--- src/rtl/i2p_pkg.sv ---
package i2p_pkg;
  localparam int TOK_W = 9;
  localparam int CODE_W = 8;

  localparam logic [CODE_W-1:0] OP_ADD = 8'h01;
  localparam logic [CODE_W-1:0] OP_SUB = 8'h02;
  localparam logic [CODE_W-1:0] OP_MUL = 8'h03;
  localparam logic [CODE_W-1:0] OP_POW = 8'h04;
  localparam logic [CODE_W-1:0] OP_LPAR = 8'h05;
  localparam logic [CODE_W-1:0] OP_RPAR = 8'h06;
  localparam logic [CODE_W-1:0] OP_END = 8'hFF;

  typedef enum logic [2:0] {
    ST_RUN,
    ST_CMP,
    ST_PAR,
    ST_DRAIN,
    ST_HALT
  } conv_state_e;

  // binding strength; zero for anything that never pops on precedence
  function automatic logic [1:0] op_rank(input logic [CODE_W-1:0] code);
    case (code)
      OP_ADD, OP_SUB: op_rank = 2'd1;
      OP_MUL: op_rank = 2'd2;
      OP_POW: op_rank = 2'd3;
      default: op_rank = 2'd0;
    endcase
  endfunction
endpackage

--- src/rtl/i2p_op_stack.sv ---
module i2p_op_stack #(
  parameter int DEPTH = 16,
  parameter int W = 8
) (
  input  logic         clk,
  input  logic         rst,
  input  logic         push,
  input  logic         pop,
  input  logic [W-1:0] wdata,
  output logic [W-1:0] top,
  output logic         empty,
  output logic         full
);
  localparam int IW = (DEPTH > 1) ? $clog2(DEPTH) : 1;
  localparam int PW = $clog2(DEPTH + 1);

  logic [W-1:0]  mem [DEPTH];
  logic [PW-1:0] sp;
  logic [PW-1:0] sp_dec;

  assign sp_dec = sp - PW'(1);
  assign empty  = (sp == '0);
  assign full   = (sp == PW'(DEPTH));
  assign top    = mem[sp_dec[IW-1:0]];

  always_ff @(posedge clk) begin
    if (push) mem[sp[IW-1:0]] <= wdata;
  end

  always_ff @(posedge clk) begin
    if (rst) sp <= '0;
    else if (push) sp <= sp + PW'(1);
    else if (pop) sp <= sp_dec;
  end

  assert_no_push_full_R8: assert property (@(posedge clk) disable iff (rst)
    push |-> !full);
  assert_no_pop_empty_R5: assert property (@(posedge clk) disable iff (rst)
    pop |-> !empty);
  assert_push_pop_excl_R6: assert property (@(posedge clk) disable iff (rst)
    !(push && pop));
endmodule

--- src/rtl/i2p_prec_cmp.sv ---
module i2p_prec_cmp
  import i2p_pkg::*;
(
  input  logic [CODE_W-1:0] stacked,
  input  logic [CODE_W-1:0] incoming,
  output logic              pop_first
);
  logic [1:0] r_s, r_i;

  always_comb begin
    r_s = op_rank(stacked);
    r_i = op_rank(incoming);
    // right-associative power keeps an equal-rank power stacked
    pop_first = (r_s != 2'd0) &&
                ((r_s > r_i) || ((r_s == r_i) && (incoming != OP_POW)));
  end
endmodule

--- src/rtl/i2p_out_stage.sv ---
module i2p_out_stage #(
  parameter int W = 9
) (
  input  logic         clk,
  input  logic         rst,
  input  logic         load,
  input  logic [W-1:0] load_data,
  input  logic         out_ready,
  output logic         out_valid,
  output logic [W-1:0] out_data,
  output logic         can_load
);
  assign can_load = !out_valid || out_ready;

  always_ff @(posedge clk) begin
    if (rst) begin
      out_valid <= 1'b0;
      out_data  <= '0;
    end else if (can_load) begin
      out_valid <= load;
      if (load) out_data <= load_data;
    end
  end

  assert_hold_on_stall_R9: assert property (@(posedge clk) disable iff (rst)
    (out_valid && !out_ready) |=> (out_valid && $stable(out_data)));
  assert_load_when_free_R2: assert property (@(posedge clk) disable iff (rst)
    load |-> can_load);
endmodule

--- src/rtl/i2p_converter.sv ---
module i2p_converter
  import i2p_pkg::*;
#(
  parameter int DEPTH = 16
) (
  input  logic             clk,
  input  logic             rst,
  input  logic             in_valid,
  output logic             in_ready,
  input  logic [TOK_W-1:0] in_data,
  output logic             out_valid,
  input  logic             out_ready,
  output logic [TOK_W-1:0] out_data,
  output logic             err_overflow,
  output logic             err_mismatch
);
  conv_state_e       state, state_nx;
  logic [CODE_W-1:0] pend;
  logic [CODE_W-1:0] stk_top, push_code;
  logic              stk_empty, stk_full, do_push, do_pop;
  logic              pop_first, can_load, emit;
  logic [TOK_W-1:0]  emit_tok;
  logic              set_ovf, set_mis, take, is_op;
  logic [CODE_W-1:0] code;

  i2p_op_stack #(.DEPTH(DEPTH), .W(CODE_W)) u_stack (
    .clk(clk), .rst(rst), .push(do_push), .pop(do_pop), .wdata(push_code),
    .top(stk_top), .empty(stk_empty), .full(stk_full)
  );

  i2p_prec_cmp u_prec (.stacked(stk_top), .incoming(pend), .pop_first(pop_first));

  i2p_out_stage #(.W(TOK_W)) u_out (
    .clk(clk), .rst(rst), .load(emit), .load_data(emit_tok),
    .out_ready(out_ready), .out_valid(out_valid), .out_data(out_data),
    .can_load(can_load)
  );

  assign is_op    = in_data[TOK_W-1];
  assign code     = in_data[CODE_W-1:0];
  assign in_ready = (state == ST_RUN) && can_load;
  assign take     = in_valid && in_ready;

  always_comb begin
    state_nx  = state;
    do_push   = 1'b0;
    do_pop    = 1'b0;
    push_code = pend;
    emit      = 1'b0;
    emit_tok  = {1'b1, stk_top};
    set_ovf   = 1'b0;
    set_mis   = 1'b0;
    case (state)
      ST_RUN: if (take) begin
        if (!is_op) begin
          emit     = 1'b1;
          emit_tok = in_data;
        end else begin
          case (code)
            OP_LPAR: begin
              push_code = OP_LPAR;
              if (stk_full) begin
                set_ovf  = 1'b1;
                state_nx = ST_HALT;
              end else do_push = 1'b1;
            end
            OP_RPAR: state_nx = ST_PAR;
            OP_ADD, OP_SUB, OP_MUL, OP_POW: state_nx = ST_CMP;
            OP_END: state_nx = ST_DRAIN;
            default: state_nx = ST_RUN;
          endcase
        end
      end
      ST_CMP: begin
        if (!stk_empty && pop_first) begin
          if (can_load) begin
            emit   = 1'b1;
            do_pop = 1'b1;
          end
        end else if (stk_full) begin
          set_ovf  = 1'b1;
          state_nx = ST_HALT;
        end else begin
          do_push  = 1'b1;
          state_nx = ST_RUN;
        end
      end
      ST_PAR: begin
        if (stk_empty) begin
          set_mis  = 1'b1;
          state_nx = ST_HALT;
        end else if (stk_top == OP_LPAR) begin
          do_pop   = 1'b1;
          state_nx = ST_RUN;
        end else if (can_load) begin
          emit   = 1'b1;
          do_pop = 1'b1;
        end
      end
      ST_DRAIN: begin
        if (stk_empty) begin
          if (can_load) begin
            emit     = 1'b1;
            emit_tok = {1'b1, OP_END};
            state_nx = ST_RUN;
          end
        end else if (stk_top == OP_LPAR) begin
          set_mis  = 1'b1;
          state_nx = ST_HALT;
        end else if (can_load) begin
          emit   = 1'b1;
          do_pop = 1'b1;
        end
      end
      default: state_nx = ST_HALT;
    endcase
  end

  always_ff @(posedge clk) begin
    if (rst) begin
      state        <= ST_RUN;
      pend         <= '0;
      err_overflow <= 1'b0;
      err_mismatch <= 1'b0;
    end else begin
      state <= state_nx;
      if (take && is_op) pend <= code;
      if (set_ovf) err_overflow <= 1'b1;
      if (set_mis) err_mismatch <= 1'b1;
    end
  end

  assert_halt_blocks_input_R7: assert property (@(posedge clk) disable iff (rst)
    (err_overflow || err_mismatch) |-> !in_ready);
  assert_mismatch_sticky_R7: assert property (@(posedge clk) disable iff (rst)
    err_mismatch |=> err_mismatch);
  assert_overflow_sticky_R8: assert property (@(posedge clk) disable iff (rst)
    err_overflow |=> err_overflow);
  assert_no_paren_out_R5: assert property (@(posedge clk) disable iff (rst)
    out_valid |-> (out_data != {1'b1, OP_LPAR} && out_data != {1'b1, OP_RPAR}));
  assert_busy_not_ready_R9: assert property (@(posedge clk) disable iff (rst)
    (do_pop || (emit && state != ST_RUN)) |-> !in_ready);
endmodule

--- config.mk ---
export PLATFORM = sky130hd
export DESIGN_NAME = i2p_converter
export DESIGN_NICKNAME = d
export VERILOG_FILES = /design/src/rtl/i2p_pkg.sv /design/src/rtl/i2p_op_stack.sv /design/src/rtl/i2p_prec_cmp.sv /design/src/rtl/i2p_out_stage.sv /design/src/rtl/i2p_converter.sv
export SDC_FILE = /design/constraint.sdc
export NUM_CORES = 1
export LEC_CHECK = 0
export ABC_AREA = 1
export CORE_UTILIZATION = 40
export CTS_CLUSTER_DIAMETER = 150
export CTS_CLUSTER_SIZE = 24
export DETAILED_ROUTE_END_ITERATION = 16
export PLACE_DENSITY_LB_ADDON = 0.15
export SLEW_MARGIN = 20
export SYNTH_ARGS = -nofsm -noshare
export SYNTH_HDL_FRONTEND = slang
export SYNTH_HIERARCHICAL = 1
export SYNTH_SLANG_ARGS = --single-unit
--- constraint.sdc ---
create_clock -name clk -period 5.6 [get_ports clk]
set_input_delay 1.68 -clock clk [delete_from_list [all_inputs] [get_ports clk]]
set_output_delay 1.68 -clock clk [all_outputs]
set_load 0.05 [all_outputs]
==> flow_summary.rst <==
.. list-table::
   :header-rows: 1

   * - Metric
     - Value
   * - Flip-flop and latch count after synthesis
     - 156
   * - Length of the first detailed-routing pass in iterations
     - 6
   * - Share of async-settable or async-resettable flops after synthesis
     - 0%
   * - Synth warn
     - 6
   * - Run status
     - complete, no violations
   * - Most instantiated flip-flop cell in the synthesis netlist
     - sky130_fd_sc_hd__edfxtp_1
   * - Hold Path Class
     - reg2reg
   * - Worst endpoint required time
     - 5.65 ns
   * - Leakage power total
     - 3.87 nW
   * - Startpoint of the most critical register-to-register path
     - u_stack/sp[1]$_SDFFE_PP0P_
   * - Overall track demand over capacity in global routing
     - 20.3%
   * - TritonCTS clock tree
     - built
   * - Critical path class
     - reg2reg
   * - Final count of hold timing violations
     - 0
   * - Minimum setup slack among reg-to-reg paths
     - 0.80 ns
   * - Worst Setup Start Kind
     - flop
   * - Detailed-route vias per instance
     - 4.78
   * - Detail Placement HPWL
     - 12400 um
   * - Max-Cap Viols
     - 0
   * - Total number of vias
     - 5659
   * - Count of inserted antenna diode cells
     - 0
   * - Signal arrival time at the worst endpoint
     - 4.85 ns
   * - Pin slew with the least headroom to its limit
     - 0.838 ns
   * - Clock H-tree levels
     - 4
   * - Syn avg cell area
     - 8.78 um2
   * - Switching power summed over all nets
     - 2.47 mW
   * - # fillers
     - 1873
   * - Max Clock Freq
     - 208 MHz
   * - Final critical delay including setup and external delays
     - 4.80 ns
   * - Post-CTS clock slew at the launch and capture registers of the worst setup and hold paths
     - 0.07 ns
   * - Clock Power Share
     - 20.8%
   * - Number of buffers inserted during clock tree synthesis
     - 17
   * - Top cell type by total area after synthesis
     - sky130_fd_sc_hd__edfxtp_1
   * - Wirelength per Cell
     - 16.0 um
   * - Cell at the root of the clock tree
     - sky130_fd_sc_hd__clkbuf_16
   * - Total core area
     - 0.0190 mm2
   * - Highest fanout seen on the critical path
     - 17
   * - Initial Util
     - 41.3%
   * - Final std cell area, no fill
     - 0.00875 mm2
   * - Cells after Synth
     - 891
   * - Number of buffers inserted to repair setup after CTS
     - 0
   * - Via count of the first global-routing pass
     - 5447
   * - Worst setup EP type
     - flop
   * - Worst setup path endpoint
     - u_stack/mem[12][0]$_DFFE_PP_
   * - Pin count of the biggest net entering global routing
     - 70
   * - Sequential cell area fraction in the yosys report
     - 56.3%
   * - DRC marker count from the first detailed-route iteration
     - 459
   * - Skew-Pair Late Insertion Delay
     - 0.43 ns
   * - Drt drc
     - 0
   * - Vert. Die Dim
     - 142 um
   * - Net Count, Synth
     - 910
   * - Placed inst area
     - 0.00819 mm2
   * - Critical path startpoint
     - u_stack/sp[1]$_SDFFE_PP0P_
   * - Most common cell in the synthesized netlist
     - sky130_fd_sc_hd__nand2_1
   * - Last weighted congestion value of the routability-driven placer
     - 0.840
   * - Die Footprint
     - 0.0201 mm2
   * - Internal power component
     - 2.81 mW
   * - Worst reg2reg path depth
     - 23
   * - Maximum VDD drop
     - 0.330 mV
   * - Cells resized by post-CTS repair
     - 0
   * - Portion of total power attributed to sequential cells
     - 28.1%
   * - Fin crit share
     - 85.7%
   * - Proportion of layout cells with a drive suffix above 1
     - 8.00%
   * - Unique cell type count in the Yosys netlist
     - 41
   * - R2R Path End
     - u_stack/mem[12][0]$_DFFE_PP_
   * - Mapped Area
     - 0.00783 mm2
   * - IO Pins
     - 26
   * - Worst slew margin relative to its limit
     - 44.1%
   * - Global-route congestion overflow total
     - 0
   * - Worst hold-check slack
     - 0.479 ns
   * - Horiz. Die Dim
     - 142 um
   * - Footprint of the flip-flops and latches
     - 0.00441 mm2
   * - Cells taking the most area after synthesis
     - sky130_fd_sc_hd__edfxtp_1 (49%), sky130_fd_sc_hd__nand2_1 (12%), sky130_fd_sc_hd__nand3_1 (7.7%)
   * - Cell types with the highest counts after synthesis
     - sky130_fd_sc_hd__nand2_1 (246), sky130_fd_sc_hd__inv_1 (158), sky130_fd_sc_hd__edfxtp_1 (128)
   * - Clock tree skew after final layout
     - 0.00823 ns
   * - Setup violations, final
     - 0
   * - Buffers from clock root to sink, at most
     - 2
   * - Number of flops mapped to enable cells by yosys
     - 128
   * - Share of the synthesized area in the top cell type
     - 49.1%
   * - Post-cts hold buffer count
     - 0
   * - Pwr dens
     - 603 mW/mm2
   * - Antenna Nets Post-Route
     - 0
   * - Count of nets after finishing
     - 931
   * - Logic pwr share
     - 51.1%
   * - Net switching share of the total power
     - 46.8%
   * - Final setup TNS
     - 0 ns
   * - Row cnt
     - 50
   * - Relative area change from synthesis to final layout
     - 11.9%
   * - First-pass GRT wire length
     - 29800 um
   * - Final Slew Violations
     - 0
   * - Unrepaired setup endpoints after global routing
     - false
   * - Sink count of the clock tree
     - 156
   * - Initial antenna violation count
     - 0
   * - Total wirelength of the detailed-routed design
     - 18900 um
   * - Area used by multi-input combinational logic
     - 0.00250 mm2
   * - Port bufs
     - 25
## cells by family (layout without fill, tap and decap cells)
kind of cell / Yosys count / in the layout / synth area share (%)
xor+xnor: 2 / 2 / 0.704
fa+ha+maj: 6 / 6 / 0.959
compound gates: 61 / 61 / 4.33
flops: 156 / 156 / 56.3
buf+inv: 200 / 234 / 11.8
simple gates: 466 / 466 / 26.0
## power by group through the flow
stage          Clock, mW  Sequential, mW  Combinational (mW)
2_1_floorplan          0            1.63                1.94
3_3_place_gp           0            1.51                2.67
3_5_place_dp           0            1.51                2.68
4_1_cts             1.12            1.49                2.69
5_1_grt             1.17            1.50                3.01
6_report            1.10            1.48                2.70
## placed cells by master (no fill, tap or decap), types with 2 or more instances in the layout
cell type                         instances
sky130_fd_sc_hd__clkinv_4                 5
sky130_fd_sc_hd__nand3_1                120
sky130_fd_sc_hd__nor2_1                  76
sky130_fd_sc_hd__clkinv_2                 3
sky130_fd_sc_hd__nor2_4                   4
sky130_fd_sc_hd__inv_4                    2
sky130_fd_sc_hd__edfxtp_1               128
sky130_fd_sc_hd__buf_4                   12
sky130_fd_sc_hd__nand2_4                  3
sky130_fd_sc_hd__inv_1                  158
sky130_fd_sc_hd__nand4_1                  4
sky130_fd_sc_hd__dfxtp_1                 27
sky130_fd_sc_hd__o21ai_0                 18
sky130_fd_sc_hd__a21oi_2                  3
sky130_fd_sc_hd__nand2_1                246
sky130_fd_sc_hd__clkbuf_16               18
sky130_fd_sc_hd__inv_6                    2
sky130_fd_sc_hd__or2_1                    2
sky130_fd_sc_hd__o21ai_1                  5
sky130_fd_sc_hd__a21oi_1                 27
sky130_fd_sc_hd__o211ai_1                 3
sky130_fd_sc_hd__inv_8                    3
sky130_fd_sc_hd__inv_2                    5
sky130_fd_sc_hd__ha_1                     6
sky130_fd_sc_hd__o21a_1                   2
sky130_fd_sc_hd__clkdlybuf4s50_1         24
sky130_fd_sc_hd__nand3_2                  3
## routing by layer
metal / track usage (%) / routed length [um] / up-vias
met4: 7.75 / 361 / 0
met2: 32.1 / 8690 / 157
met1: 27.7 / 9000 / 2604
met5: 0 / 0 / -
met3: 3.85 / 889 / 22
li1: - / - / 2876
## state kept, by name (all words and copies together), names as in the netlist
name,flops
err_mismatch,1
err_overflow,1
pend,8
state,3
u_out/out_data,9
u_out/out_valid,1
u_stack/mem,128
u_stack/sp,5
## per-stage QoR
stage,std cells,util (%),power [mW],setup WS [ns]
finish,1185,46.2,5.28,0.803
global route,1185,46.2,5.68,0.411
CTS,1185,46.2,5.29,0.805
detailed placement,1153,43.2,4.19,0.650
global placement,1153,43.2,4.18,0.701
floorplan,891,-,3.56,1.61
## how the worst min path moves through the flow
stage	startpoint	to	slack [ns]	cells after the start
after CTS	pend[6]$_SDFFE_PP0P_	pend[6]$_SDFFE_PP0P_	0.49	2
after global routing	u_out/out_data[1]$_SDFFE_PP0P_	u_out/out_data[1]$_SDFFE_PP0P_	0.51	2
final	err_overflow$_SDFFE_PP0P_	err_overflow$_SDFFE_PP0P_	0.48	2
after detailed placement	err_overflow$_SDFFE_PP0P_	err_overflow$_SDFFE_PP0P_	0.47	2
after floorplan	pend[4]$_SDFFE_PP0P_	pend[4]$_SDFFE_PP0P_	0.45	2
after global placement	err_overflow$_SDFFE_PP0P_	err_overflow$_SDFFE_PP0P_	0.46	2
## critical path: stages (launching register included)
cell	delay, ns
sky130_fd_sc_hd__dfxtp_1	0.37
sky130_fd_sc_hd__inv_1	0.13
sky130_fd_sc_hd__ha_1	0.31
sky130_fd_sc_hd__inv_1	0.42
sky130_fd_sc_hd__buf_4	0.33
sky130_fd_sc_hd__nand2_1	0.09
sky130_fd_sc_hd__nand3_2	0.09
sky130_fd_sc_hd__nand3_1	0.08
sky130_fd_sc_hd__nand2_1	0.15
sky130_fd_sc_hd__inv_1	0.06
sky130_fd_sc_hd__nor2_1	0.09
sky130_fd_sc_hd__nand2_1	0.09
sky130_fd_sc_hd__nand2_1	0.09
sky130_fd_sc_hd__nand3_1	0.08
sky130_fd_sc_hd__ha_1	0.28
sky130_fd_sc_hd__nand2_1	0.06
sky130_fd_sc_hd__nand3b_1	0.15
sky130_fd_sc_hd__nand2_1	0.06
sky130_fd_sc_hd__nor2_1	0.04
sky130_fd_sc_hd__nand2_1	0.13
sky130_fd_sc_hd__a21oi_2	0.09
sky130_fd_sc_hd__nor2_2	0.28
sky130_fd_sc_hd__nand2_1	0.27
sky130_fd_sc_hd__nor2_1	0.66
## cell type report
cell class	count	share of cell area, %
Clock buffer	19	5.19
Clock inverter	13	1.23
Inverter	166	7.20
Multi-Input combinational cell	535	28.6
Sequential cell	156	50.3
Tap cell	260	3.72
Timing Repair Buffer	36	3.77
No activity file was read; power rests on OpenSTA's default activity.
